File: config.mk
export PLATFORM = sky130hd
export DESIGN_NAME = dt_pair_gen
export DESIGN_NICKNAME = d
export VERILOG_FILES = /design/src/rtl/dtg_pkg.sv /design/src/rtl/dtg_code_reg.sv /design/src/rtl/dtg_decode.sv /design/src/rtl/dtg_delay_core.sv /design/src/rtl/dt_pair_gen.sv
export SDC_FILE = /design/constraint.sdc
export NUM_CORES = 1
export LEC_CHECK = 0
export ABC_AREA = 1
export ABC_CLOCK_PERIOD_IN_PS = 3600
export BUFFER_PORTS_ARGS = -buffer_cell sky130_fd_sc_hd__buf_2
export CORE_UTILIZATION = 52
export DETAILED_ROUTE_END_ITERATION = 16
export GPL_TIMING_DRIVEN = 0
export PLACE_DENSITY_LB_ADDON = 0.2
export SYNTH_ARGS = -nofsm -noshare
export SYNTH_HDL_FRONTEND = slang
export SYNTH_SLANG_ARGS = --single-unit
File: constraint.sdc
create_clock -name clk -period 3.6 [get_ports clk]
set_input_delay 0.36 -clock clk [delete_from_list [all_inputs] [get_ports clk]]
set_output_delay 0.36 -clock clk [all_outputs]
set_load 0.05 [all_outputs]
File: src/rtl/dtg_pkg.sv
package dtg_pkg;
    localparam int CODE_W = 8;
    localparam int LOCK_W = 2;
    // largest decoded gap is (32 + 31) * 16 = 1008 ticks
    localparam int MAX_TICKS = 1008;
    localparam int TICK_W = $clog2(MAX_TICKS + 1);

    typedef logic [CODE_W-1:0] dt_code_t;
endpackage

File: src/rtl/dtg_code_reg.sv
module dtg_code_reg
    import dtg_pkg::*;
#(
    parameter int CW = CODE_W,
    parameter int LW = LOCK_W
) (
    input  logic          clk,
    input  logic          rst_n,
    input  logic [CW-1:0] wr_code,
    input  logic          wr_en,
    input  logic [LW-1:0] lock,
    output logic [CW-1:0] code
);
    typedef struct packed {
        logic [CW-1:0] code;
    } creg_t;

    creg_t st_d, st_q;

    always_comb begin
        st_d = st_q;
        if (wr_en && (lock == '0)) begin
            st_d.code = wr_code;
        end
    end

    always_ff @(posedge clk or negedge rst_n) begin
        if (!rst_n) begin
            st_q <= '0;
        end else begin
            st_q <= st_d;
        end
    end

    assign code = st_q.code;

    assert_locked_hold_R3: assert property (@(posedge clk) disable iff (!rst_n)
        (lock != '0) |=> $stable(code));

    assert_open_write_R2: assert property (@(posedge clk) disable iff (!rst_n)
        (wr_en && lock == '0) |=> (code == $past(wr_code)));
endmodule

File: src/rtl/dtg_decode.sv
module dtg_decode
    import dtg_pkg::*;
#(
    parameter int CW = CODE_W,
    parameter int TW = TICK_W
) (
    input  logic [CW-1:0] code,
    output logic [TW-1:0] ticks
);
    // Ranges 10x, 110 and 111 add a fixed offset: 64 + x (x < 64) and
    // 32 + x (x < 32) equal a leading one above x. The tick multiplier
    // then becomes a left shift.
    always_comb begin
        casez (code[7:5])
            3'b0??:  ticks = TW'(code[6:0]);
            3'b10?:  ticks = TW'({1'b1, code[5:0], 1'b0});
            3'b110:  ticks = TW'({1'b1, code[4:0], 3'b000});
            default: ticks = TW'({1'b1, code[4:0], 4'b0000});
        endcase
    end
endmodule

File: src/rtl/dtg_delay_core.sv
module dtg_delay_core
    import dtg_pkg::*;
#(
    parameter int TW = TICK_W
) (
    input  logic          clk,
    input  logic          rst_n,
    input  logic          ref_in,
    input  logic [TW-1:0] gap_ticks,
    output logic          main_o,
    output logic          comp_o
);
    typedef struct packed {
        logic          ref_lvl;
        logic [TW-1:0] cnt;
        logic          main;
        logic          comp;
    } core_t;

    core_t st_d, st_q;
    logic  edge_seen;

    assign edge_seen = (ref_in != st_q.ref_lvl);

    always_comb begin
        st_d = st_q;
        if (edge_seen) begin
            st_d.ref_lvl = ref_in;
            if (gap_ticks == '0) begin
                st_d.cnt  = '0;
                st_d.main = ref_in;
                st_d.comp = !ref_in;
            end else begin
                // restart on every edge; pending output is dropped
                st_d.cnt  = gap_ticks;
                st_d.main = 1'b0;
                st_d.comp = 1'b0;
            end
        end else if (st_q.cnt != '0) begin
            st_d.cnt = st_q.cnt - 1'b1;
            if (st_q.cnt == TW'(1)) begin
                st_d.main = st_q.ref_lvl;
                st_d.comp = !st_q.ref_lvl;
            end
        end
    end

    always_ff @(posedge clk or negedge rst_n) begin
        if (!rst_n) begin
            st_q.ref_lvl <= 1'b0;
            st_q.cnt     <= '0;
            st_q.main    <= 1'b0;
            st_q.comp    <= 1'b1;
        end else begin
            st_q <= st_d;
        end
    end

    assign main_o = st_q.main;
    assign comp_o = st_q.comp;

    assert_pair_exclusive_R8: assert property (@(posedge clk) disable iff (!rst_n)
        !(main_o && comp_o));

    assert_gap_opens_R10: assert property (@(posedge clk) disable iff (!rst_n)
        (edge_seen && gap_ticks != '0) |=> (!main_o && !comp_o));

    assert_direct_follow_R11: assert property (@(posedge clk) disable iff (!rst_n)
        (edge_seen && gap_ticks == '0) |=> (main_o == $past(ref_in) && comp_o == !$past(ref_in)));

    assert_gap_closes_R9: assert property (@(posedge clk) disable iff (!rst_n)
        (!edge_seen && st_q.cnt == TW'(1)) |=> (main_o == $past(ref_in) && comp_o == !$past(ref_in)));
endmodule

File: src/rtl/dt_pair_gen.sv
module dt_pair_gen
    import dtg_pkg::*;
#(
    parameter int CW = CODE_W,
    parameter int LW = LOCK_W,
    parameter int TW = TICK_W
) (
    input  logic          clk,
    input  logic          rst_n,
    input  logic          pwm_ref,
    input  logic [CW-1:0] dt_code,
    input  logic          dt_code_wr,
    input  logic [LW-1:0] lock_lvl,
    output logic          out_main,
    output logic          out_comp
);
    logic [CW-1:0] code_q;
    logic [TW-1:0] gap_ticks;

    dtg_code_reg #(.CW(CW), .LW(LW)) u_code (
        .clk     (clk),
        .rst_n   (rst_n),
        .wr_code (dt_code),
        .wr_en   (dt_code_wr),
        .lock    (lock_lvl),
        .code    (code_q)
    );

    dtg_decode #(.CW(CW), .TW(TW)) u_dec (
        .code  (code_q),
        .ticks (gap_ticks)
    );

    dtg_delay_core #(.TW(TW)) u_core (
        .clk       (clk),
        .rst_n     (rst_n),
        .ref_in    (pwm_ref),
        .gap_ticks (gap_ticks),
        .main_o    (out_main),
        .comp_o    (out_comp)
    );
endmodule

# --- Word level (Yosys, flattened, before mapping) ---
# Index checks and enable logic that the tools add are counted.
# Widths: inputs -> output; s select.
word_totals:
  inputBits: 14
  word_cells: 25
  output_inout_bits: 2
  ff_bits: 21
op_classes:
  addsub: 1
  bitwise: 1
  n_eq_ne: 4
  mux: 5
  n_reduce_logical: 9
op_table:
  columns: ["operator", "n"]
  rows:
  - ["$mux 12", 3]
  - ["$pmux 10 s3", 1]
  - ["$eq 10x1->1 const B", 1]
  - ["$logic_not 10->1", 1]
  - ["$reduce_bool 10->1", 1]
  - ["$sub 10x1->10 const B", 1]
  - ["$reduce_bool 2->1", 2]
  - ["$eq 3x3->1 const B", 1]
  - ["$eq 2x2->1 const B", 1]
  - ["$logic_not 1->1", 2]
  - ["$logic_not 2->1", 1]
  - ["$mux 2", 1]
  - ["$reduce_and 2->1", 1]
  - ["$logic_and 1x1->1", 1]
  - ["$ne 1x1->1", 1]
  - ["$not 1->1", 1]

# --- Longest topological paths before layout ---
# Gate-level depths: netlist of the first run.
logic_depth:
  ltp_word: 5
  ltp_mapped: 12
  depth_no_buf: 11

# --- Cells and area by module ---
# Synthesis of the first run repeated with hierarchy kept, for this count alone.
unflattened:
  cells_unflattened: 207
  area_unflattened_um2: 1463.9
modules_own_cells:
  columns: ["mod", "seq_area_each_um2", "cells_each", "area_per_inst_um2", "n_inst"]
  rows:
  - ["dtg_delay_core", 326.6, 129, 905.9, 1]
  - ["dtg_code_reg", 200.2, 35, 327.8, 1]
  - ["dtg_decode", 0.0, 43, 230.2, 1]

# --- Worst setup path after synthesis of the first run ---
# No wires, ideal clock.
synth_timing:
  path_type: "reg-to-reg"
  start: "reg u_core.st_q[2] (netlist name)"
  end: "reg u_core.st_q, in the netlist u_core.main_o"
  path_stages_with_launch: 12
  period_less_slack_ps: 1545
  slack_ps: 2055
  t_required_ps: 3482
  t_arrival_ps: 1427
  setup_ps: 118
  n_path_buf: 0
  cell_sequence: "dfrtp_1 inv_1 ha_1 inv_1 nor2_1 nand2_1 nor2_2 nand3_2 nand2_1 nor2_1 nand2_1 nand2_1"
synth_via:
  elab_chain_cells: 3
  word_cells_on_any_way: 5
  cone_classes: "1 x eq/ne; 4 x reduce/logical"
synth_rtl:
  columns: ["element", "line_no", "source"]
  rows:
  - ["start, declared", "dtg_delay_core.sv:20", "core_t st_d, st_q;"]
  - ["start signal, assigned", "dtg_delay_core.sv:55", "st_q <= st_d;"]
  - ["$eq 10x1->1 or $reduce_bool 10->1 (tied branches)", "dtg_delay_core.sv:41, dtg_delay_core.sv:39", null]
  - ["$reduce_bool 2->1 (no source line)", null, null]
  - ["$reduce_and 2->1 (no source line) (*)", null, null]
# Every way passes the cells marked *; elsewhere a longest branch is shown, timed or not.
# A chain may end at the register's enable or synchronous reset.

# --- Worst setup path after layout of the first run ---
# Same ends and word-level chain as after synthesis.

==> results.py, run 1 <==
metrics = {
    "synth": {
        "synth_edf_count": 0,
        "synthAdderAreaFrac": 0.0196,
        "ys_seq_elements": 21,
        "synthCells": 181,
        "synth_top_area_cell": "dfrtp_1",
        "synth-simple-area-share": 0.326,
        "synthTopCellsByCount": "50 x nand2_1, 27 x nor2_1, 22 x inv_1",
        "yosysSeqAreaShare": 0.413,
        "synth_compound_area_frac": 0.102,
        "synthDistinctLibCells": 22,
        "async_reset_ff_frac": 1.00,
        "synth_ff_type": "dfrtp_1",
        "syn_nets": 197,
        "synthMuxAreaShare": 0.0353,
        "yosys_warnings": 0,
        "synth_most_common_cell": "nand2_1",
        "synth_top_family_by_area": "simple AND/OR/NAND/NOR gates",
        "synth-xor-area-share": 0.0206,
        "ys_top_cells_by_area": "dfrtp_1 39%, nand2_1 15%, nor2_1 7.9%",
        "syn_area_per_cell_um2": 7.04,
        "syn_area_um2": 1270,
        "yosysTopAreaCellShare": 0.393,
    },
    "global_routing": {
        "grt_pass1_wl_um": 4710,
        "track_usage": 0.241,
        "grt_antenna_before_repair": 0,
        "grt_max_degree": 22,
        "grt.overflow.total": 0,
        "grt_pass1_vias": 1128,
    },
    "timing": {
        "relSlewSlack": 0.678,
        "hold_viol_final": 0,
        "fin_crit_sh": 0.512,
        "post-route-min-period_ps": 1840,
        "setup_tns_ps": 0,
        "fmax_ghz": 0.542,
        "skew_ps": 12.3,
        "rsz0062_at_grt": "false",
        "worst_pin_slew_ps": 483,
        "slew_viol_final": 0,
        "setup_viol": 0,
    },
    "critical_path": {
        "path_common_cell": "nand2_1",
        "required_ps": 3810,
        "cp-end-kind": "register",
        "r2r-end": "u_core.main_o$_DFFE_PN0P_",
        "crit-reg2reg-launch": "u_core.st_q[2]$_DFFE_PN0P_",
        "path_class": "register to register",
        "rr_worst_depth": 11,
        "slowest_stage": "dfrtp_1",
        "crit_fanout": 10,
        "ff2ff_setup_slack_ps": 1760,
        "crit_chain": "inv_1, ha_1, inv_1, nor2_1, nand2_1, nor2_2, nand3_2, nand2_1, nor2_1, nand2_1, nand2_1",
        "crit_path_max_incr_delay_ps": 410,
        "worstPathArrival_ps": 2050,
        "start_kind": "register",
    },
    "clocking": {
        "clk_latency_ps": 320,
        "cts.sinks": 21,
        "root_buffer": "clkbuf_4",
        "h-tree-depth": 1,
        "postCtsResizedCells": 0,
        "clk_pin_slew_worst_paths_ps": 130,
        "postCtsSetupRepairBufs": 0,
        "cts_buffers": 3,
        "cts_tree": "yes",
        "cts_buffer_depth": 2,
    },
    "floorplan": {
        "start_util": 0.565,
        "fp.dieW_um": 51.5,
        "rows": 17,
        "fp.dieH_um": 51.5,
        "fp.coreArea_um2": 2250,
        "io_pins": 16,
        "die_area_um2": 2650,
    },
    "power_and_ir_drop": {
        "ir_drop_mv": 0.356,
        "finalPower_mw": 0.747,
        "powerDensity_nw_per_um2": 525,
        "switchingPower_mw": 0.305,
        "swShare": 0.408,
        "combPwrFrac": 0.391,
        "p_seq_frac": 0.450,
        "power.share.clock": 0.159,
        "power.internal_mw": 0.442,
        "p_leak_nw": 0.781,
    },
    "final_layout": {
        "diodes": 0,
        "area_delta_synth_final_pct": 11.6,
        "regArea_um2": 527,
        "nFillCells": 214,
        "multiInputGateArea_um2": 642,
        "nNetsFinal": 218,
        "layout-drive-gt1-share": 0.149,
        "stdcell_area_um2": 1420,
    },
    "placement": {
        "dp_hpwl_um": 2020,
        "gp_congestion": 0.928,
        "place_area_um2": 1390,
        "port_buffers": 15,
    },
    "routing": {
        "dr.pass1.iters": 4,
        "antenna_left": 0,
        "via_count": 1199,
        "vias_per_cell": 5.24,
        "drt-wirelength-per-cell_um": 11.5,
        "drt_iter0_drc": 25,
        "drc": 0,
        "wl_um": 2640,
    },
    "worst_hold_path": {
        "min_delay_path_depth": 2,
        "min_from": "dt_code[2]",
        "hp-class": "input port to register",
        "hold_path_end": "u_code.code[2]$_DFFE_PN0P_",
    },
    "status": {
        "status": "complete, no violations",
    },
    "job": {
        "drv_cap": 0,
    },
}
[cell usage in the layout, fill, tap and decap left out, types with 2 or more instances in the layout]
| cell type | Yosys | layout |
|---|---|---|
| nand2_1 | 50 | 50 |
| mux2_2 | 4 | 4 |
| nand3_1 | 14 | 14 |
| clkbuf_1 | 2 | 2 |
| nand3_2 | 2 | 2 |
| xor2_1 | 3 | 3 |
| nor2_1 | 27 | 27 |
| dfrtp_1 | 20 | 20 |
| nand4_1 | 2 | 2 |
| inv_1 | 22 | 22 |
| buf_2 | 1 | 16 |
| o21ai_0 | 12 | 12 |
| a21oi_1 | 12 | 12 |
| clkbuf_4 | 0 | 3 |
| ha_1 | 2 | 2 |
[power by group through the flow]
stage	clock (mW)	sequential, mW	combinational, mW
after floorplan	0	0.339	0.218
after global placement	0	0.338	0.277
after detailed placement	0	0.342	0.289
after CTS	0.122	0.337	0.292
after global routing	0.131	0.345	0.334
final	0.119	0.336	0.292
[per-layer routing]
layer	global-route usage	vias to the layer above	routed length [um]
met5	0	-	0
met4	0.0991	0	48
met3	0.0380	5	95
met2	0.413	34	1310
met1	0.300	551	1190
li1	-	609	-
[worst max path at each step]
stage / startpoint / to / slack (ps) / cells after the start
CTS: u_core.st_q[2]$_DFFE_PN0P_ / u_core.main_o$_DFFE_PN0P_ / 1740 / 11
detailed placement: u_core.st_q[2]$_DFFE_PN0P_ / u_core.main_o$_DFFE_PN0P_ / 1780 / 11
global route: u_core.st_q[2]$_DFFE_PN0P_ / u_core.main_o$_DFFE_PN0P_ / 1550 / 11
floorplan: u_core.st_q[2]$_DFFE_PN0P_ / u_core.main_o$_DFFE_PN0P_ / 2050 / 11
global placement: u_core.st_q[2]$_DFFE_PN0P_ / u_core.main_o$_DFFE_PN0P_ / 1830 / 11
finish: u_core.st_q[2]$_DFFE_PN0P_ / u_core.main_o$_DFFE_PN0P_ / 1760 / 11
[worst max-delay path: cells and delay by family, from the launching register on]
family                     cells  cell delay (ps)
adders and majority gates      1              170
buffers and inverters          2              130
DFF                            1              410
and+or+nand+nor                8             1020
[final cells by class]
cell class,instances,share of cell area
Multi-Input combinational cell,133,0.451
Sequential cell,21,0.370
Inverter,23,0.0607
Timing Repair Buffer,16,0.0598
Tap cell,28,0.0246
Clock buffer,3,0.0158
Buffer,4,0.0141
Clock inverter,1,0.00352
[stage by stage]
stage	utilization	hold slack, ps	instances	setup slack (ps)
after CTS	0.631	255	229	1740
after floorplan	-	64.4	181	2050
after detailed placement	0.614	343	224	1780
after global placement	0.614	339	224	1830
after global routing	0.631	256	229	1550
final	0.631	257	229	1760
[kinds of logic (layout without fill, tap and decap cells)]
| logic type | after synthesis | after routing |
|---|---|---|
| XOR/XNOR | 3 | 3 |
| buffers and inverters | 27 | 47 |
| flip-flops | 21 | 21 |
| adder cells (fa/ha/maj) | 2 | 2 |
| AND/OR/NAND/NOR | 99 | 99 |
| multiplexers | 4 | 4 |
| AO/OA/AOI/OAI | 25 | 25 |
[state kept, by name (all words and copies together), names as in the netlist]
| name | cells |
|---|---|
| u_core.comp_o | 1 |
| u_core.main_o | 1 |
| u_core.st_q | 11 |
| u_code.code | 8 |
[what timing repair did]
| action | 4_1_cts | 5_1_grt |
|---|---|---|
| setup endpoints to repair | 0 | 0 |
| hold buffers | 1 | 0 |
| endpoints found under the hold margin | 20 | 0 |
No activity file was read; power rests on OpenSTA's default activity.
==> run 2: changes to the inputs <==
- ABC_AREA: 1 -> 0
- ABC_CLOCK_PERIOD_IN_PS: 3600 -> 1600
- CORE_UTILIZATION: 52 -> 50
- clock period: 3.6 -> 1.6 ns (I/O delays scaled with it)
==> run 2 against run 1 <==
Effect of this change: the run now ends with setup timing left; combinational power rose to 2.7 times the previous value; critical path depth fell by 7; final cell count fell by 23%; cell area rose by 6.9%; die area barely moved; core utilization rose by 4.4 points; total power rose to 2.6 times the previous value; non-clock buffer count rose by 9; critical endpoint is now u_core.st_q[8]$_DFFE_PN0P_; largest cell class unchanged.
==> results.py, run 2 <==
metrics = {
    "timing": {
        "skew_ps": 2.52,
        "worst_pin_slew_ps": 609,
        "hold_viol_final": 0,
        "fmax_ghz": 0.596,
        "rsz0062_at_grt": "true",
        "setup_viol": 3,
        "slew_viol_final": 0,
        "relSlewSlack": 0.592,
        "post-route-min-period_ps": 1680,
        "fin_crit_sh": 1.05,
        "final.setup.worst_slack_ps": -77.2,
    },
    "routing": {
        "drc": 0,
        "dr.pass1.iters": 4,
        "via_count": 1029,
        "wl_um": 2630,
        "drt_iter0_drc": 21,
        "antenna_left": 0,
        "drt-wirelength-per-cell_um": 14.9,
        "vias_per_cell": 5.81,
    },
    "clocking": {
        "clk_latency_ps": 310,
        "cts_tree": "yes",
        "cts_buffer_depth": 2,
        "h-tree-depth": 1,
        "cts.sinks": 21,
        "root_buffer": "clkbuf_4",
        "clk_pin_slew_worst_paths_ps": 110,
        "cts_buffers": 3,
    },
    "synth": {
        "syn_area_um2": 1220,
        "ys_seq_elements": 21,
        "synthTopCellsByCount": "20 x dfrtp_1, 12 x o21ai_0, 9 x nor2_1",
        "synthDistinctLibCells": 42,
        "yosysSeqAreaShare": 0.430,
        "ys_top_cells_by_area": "dfrtp_1 41%, mux2_2 5.5%, o21ai_0 4.9%",
        "syn_area_per_cell_um2": 10.1,
        "synth_most_common_cell": "dfrtp_1",
        "syn_nets": 137,
        "synthCells": 121,
        "synth_edf_count": 0,
        "synth_ff_type": "dfrtp_1",
        "yosys_warnings": 0,
        "async_reset_ff_frac": 1.00,
        "synth_top_area_cell": "dfrtp_1",
        "yosysTopAreaCellShare": 0.409,
    },
    "final_layout": {
        "nNetsFinal": 166,
        "layout-drive-gt1-share": 0.369,
        "multiInputGateArea_um2": 734,
        "final_cell_mix": "17 x dfrtp_1, 15 x buf_2, 10 x o21ai_0, 9 x nor2_1, 8 x buf_4",
        "mostFrequentLayoutCell": "dfrtp_1",
        "largest_reg_flops": 11,
        "nFillCells": 179,
        "top_register": "u_core.st_q",
        "stdcell_area_um2": 1520,
        "area_delta_synth_final_pct": 24.2,
        "regArea_um2": 531,
        "diodes": 0,
    },
    "floorplan": {
        "die_area_um2": 2650,
        "io_pins": 16,
        "fp.coreArea_um2": 2250,
        "fp.dieH_um": 51.5,
        "start_util": 0.543,
        "fp.dieW_um": 51.5,
        "rows": 17,
    },
    "power_and_ir_drop": {
        "p_leak_nw": 0.621,
        "powerDensity_nw_per_um2": 1250,
        "ir_drop_mv": 0.882,
        "finalPower_mw": 1.90,
    },
    "critical_path": {
        "crit_fanout": 3,
        "rr_worst_depth": 4,
        "r2r-end": "u_core.st_q[8]$_DFFE_PN0P_",
        "start_kind": "register",
        "worstPathArrival_ps": 1860,
        "crit-reg2reg-launch": "u_core.st_q[7]$_DFFE_PN0P_",
        "cp-end-kind": "register",
        "path_class": "register to register",
        "ff2ff_setup_slack_ps": -80,
        "required_ps": 1790,
    },
    "global_routing": {
        "met1_usage": 0.302,
        "grt_antenna_before_repair": 0,
        "grtUsageMet2": 0.416,
        "track_usage": 0.233,
        "grt_pass1_wl_um": 4540,
        "busiest_layer": "met2",
        "met3_usage": 0.0175,
        "grt.overflow.total": 0,
        "grt_pass1_vias": 1016,
        "grt_max_degree": 22,
    },
    "worst_hold_path": {
        "min_from": "dt_code[7]",
        "hp-class": "input port to register",
        "min_delay_path_depth": 3,
        "hold_path_end": "u_code.code[7]$_DFFE_PN0P_",
    },
    "job": {
        "drv_cap": 0,
    },
    "placement": {
        "place_area_um2": 1350,
        "dp_hpwl_um": 1820,
        "port_buffers": 15,
        "gp_congestion": 0.922,
    },
    "status": {
        "status": "finished with violations",
        "violations": "setup timing",
    },
}
run 2: cell types whose count changed after synthesis, sizes merged, moves of 3 or more:
cell | before | now
nand3 | 16 | 4
a21oi | 12 | 6
a211oi | 0 | 7
nor2b | 0 | 3
nor2 | 28 | 9
nand2 | 50 | 5
xnor2 | 0 | 4
inv | 22 | 4
a21o | 0 | 3
nor4 | 0 | 3
run 2: final cells by class:
class	instances	area share
inverter	4	0.00987
tap	28	0.0230
timing repair buffer	25	0.103
buffer	4	0.0156
sequential	21	0.349
multi-input combinational	91	0.483
clock buffer	4	0.0173
run 2: kinds of logic after synthesis:
group / Yosys count / share of synthesized area
AO/OA/AOI/OAI: 40 / 0.226
XOR/XNOR: 6 / 0.0429
adder cells (fa/ha/maj): 2 / 0.0204
buffers and inverters: 9 / 0.0286
flip-flops: 21 / 0.430
multiplexers: 7 / 0.0633
AND/OR/NAND/NOR: 36 / 0.189
run 2: worst max-delay path by stage:
stage	from	endpoint	slack [ps]	depth (start not counted)
global route	u_core.st_q[7]$_DFFE_PN0P_	u_core.st_q[8]$_DFFE_PN0P_	-130	4
global placement	u_core.st_q[2]$_DFFE_PN0P_	u_core.st_q[5]$_DFFE_PN0P_	-130	7
CTS	u_core.st_q[8]$_DFFE_PN0P_	u_core.st_q[8]$_DFFE_PN0P_	-70	4
finish	u_core.st_q[7]$_DFFE_PN0P_	u_core.st_q[8]$_DFFE_PN0P_	-80	4
floorplan	u_core.st_q[2]$_DFFE_PN0P_	u_core.st_q[6]$_DFFE_PN0P_	-3	6
detailed placement	u_core.st_q[2]$_DFFE_PN0P_	u_core.st_q[5]$_DFFE_PN0P_	-170	7
run 2: worst max-delay path, stage by stage, from the launching register on:
cell      delay (ps)
dfrtp_2          450
or4_4            580
o311ai_4         240
xor2_1           210
o21ai_1           80
run 2: where the power goes:
part           internal, mW  switching, mW  total, mW
logic                 0.401          0.374      0.775
clock network        0.0974          0.156      0.254
registers             0.665          0.211      0.877
run 2: routing by layer:
layer	up-vias	wire length [um]
met1	493	1230
met2	14	1330
li1	520	-
met4	0	25
met5	-	0
met3	2	49
run 2: timing repair:
| item | CTS | global route |
|---|---|---|
| setup endpoints to repair | 10 | 10 |
| pin swaps | 2 | 3 |
| hold buffers | 1 | 0 |
| resized for setup | 13 | 5 |
| endpoints found under the hold margin | 20 | 0 |
| buffers inserted | 5 | 4 |
run 2: metrics by stage:
stage	instances	setup slack, ps	utilization	setup TNS, ps	hold WS, ps
after floorplan	121	-3.00	-	-3.00	-136
after global placement	164	-127	0.599	-571	124
after detailed placement	164	-169	0.599	-794	130
after CTS	174	-73.5	0.659	-150	51.8
after global routing	177	-126	0.675	-471	75.9
final	177	-77.2	0.675	-153	56.4
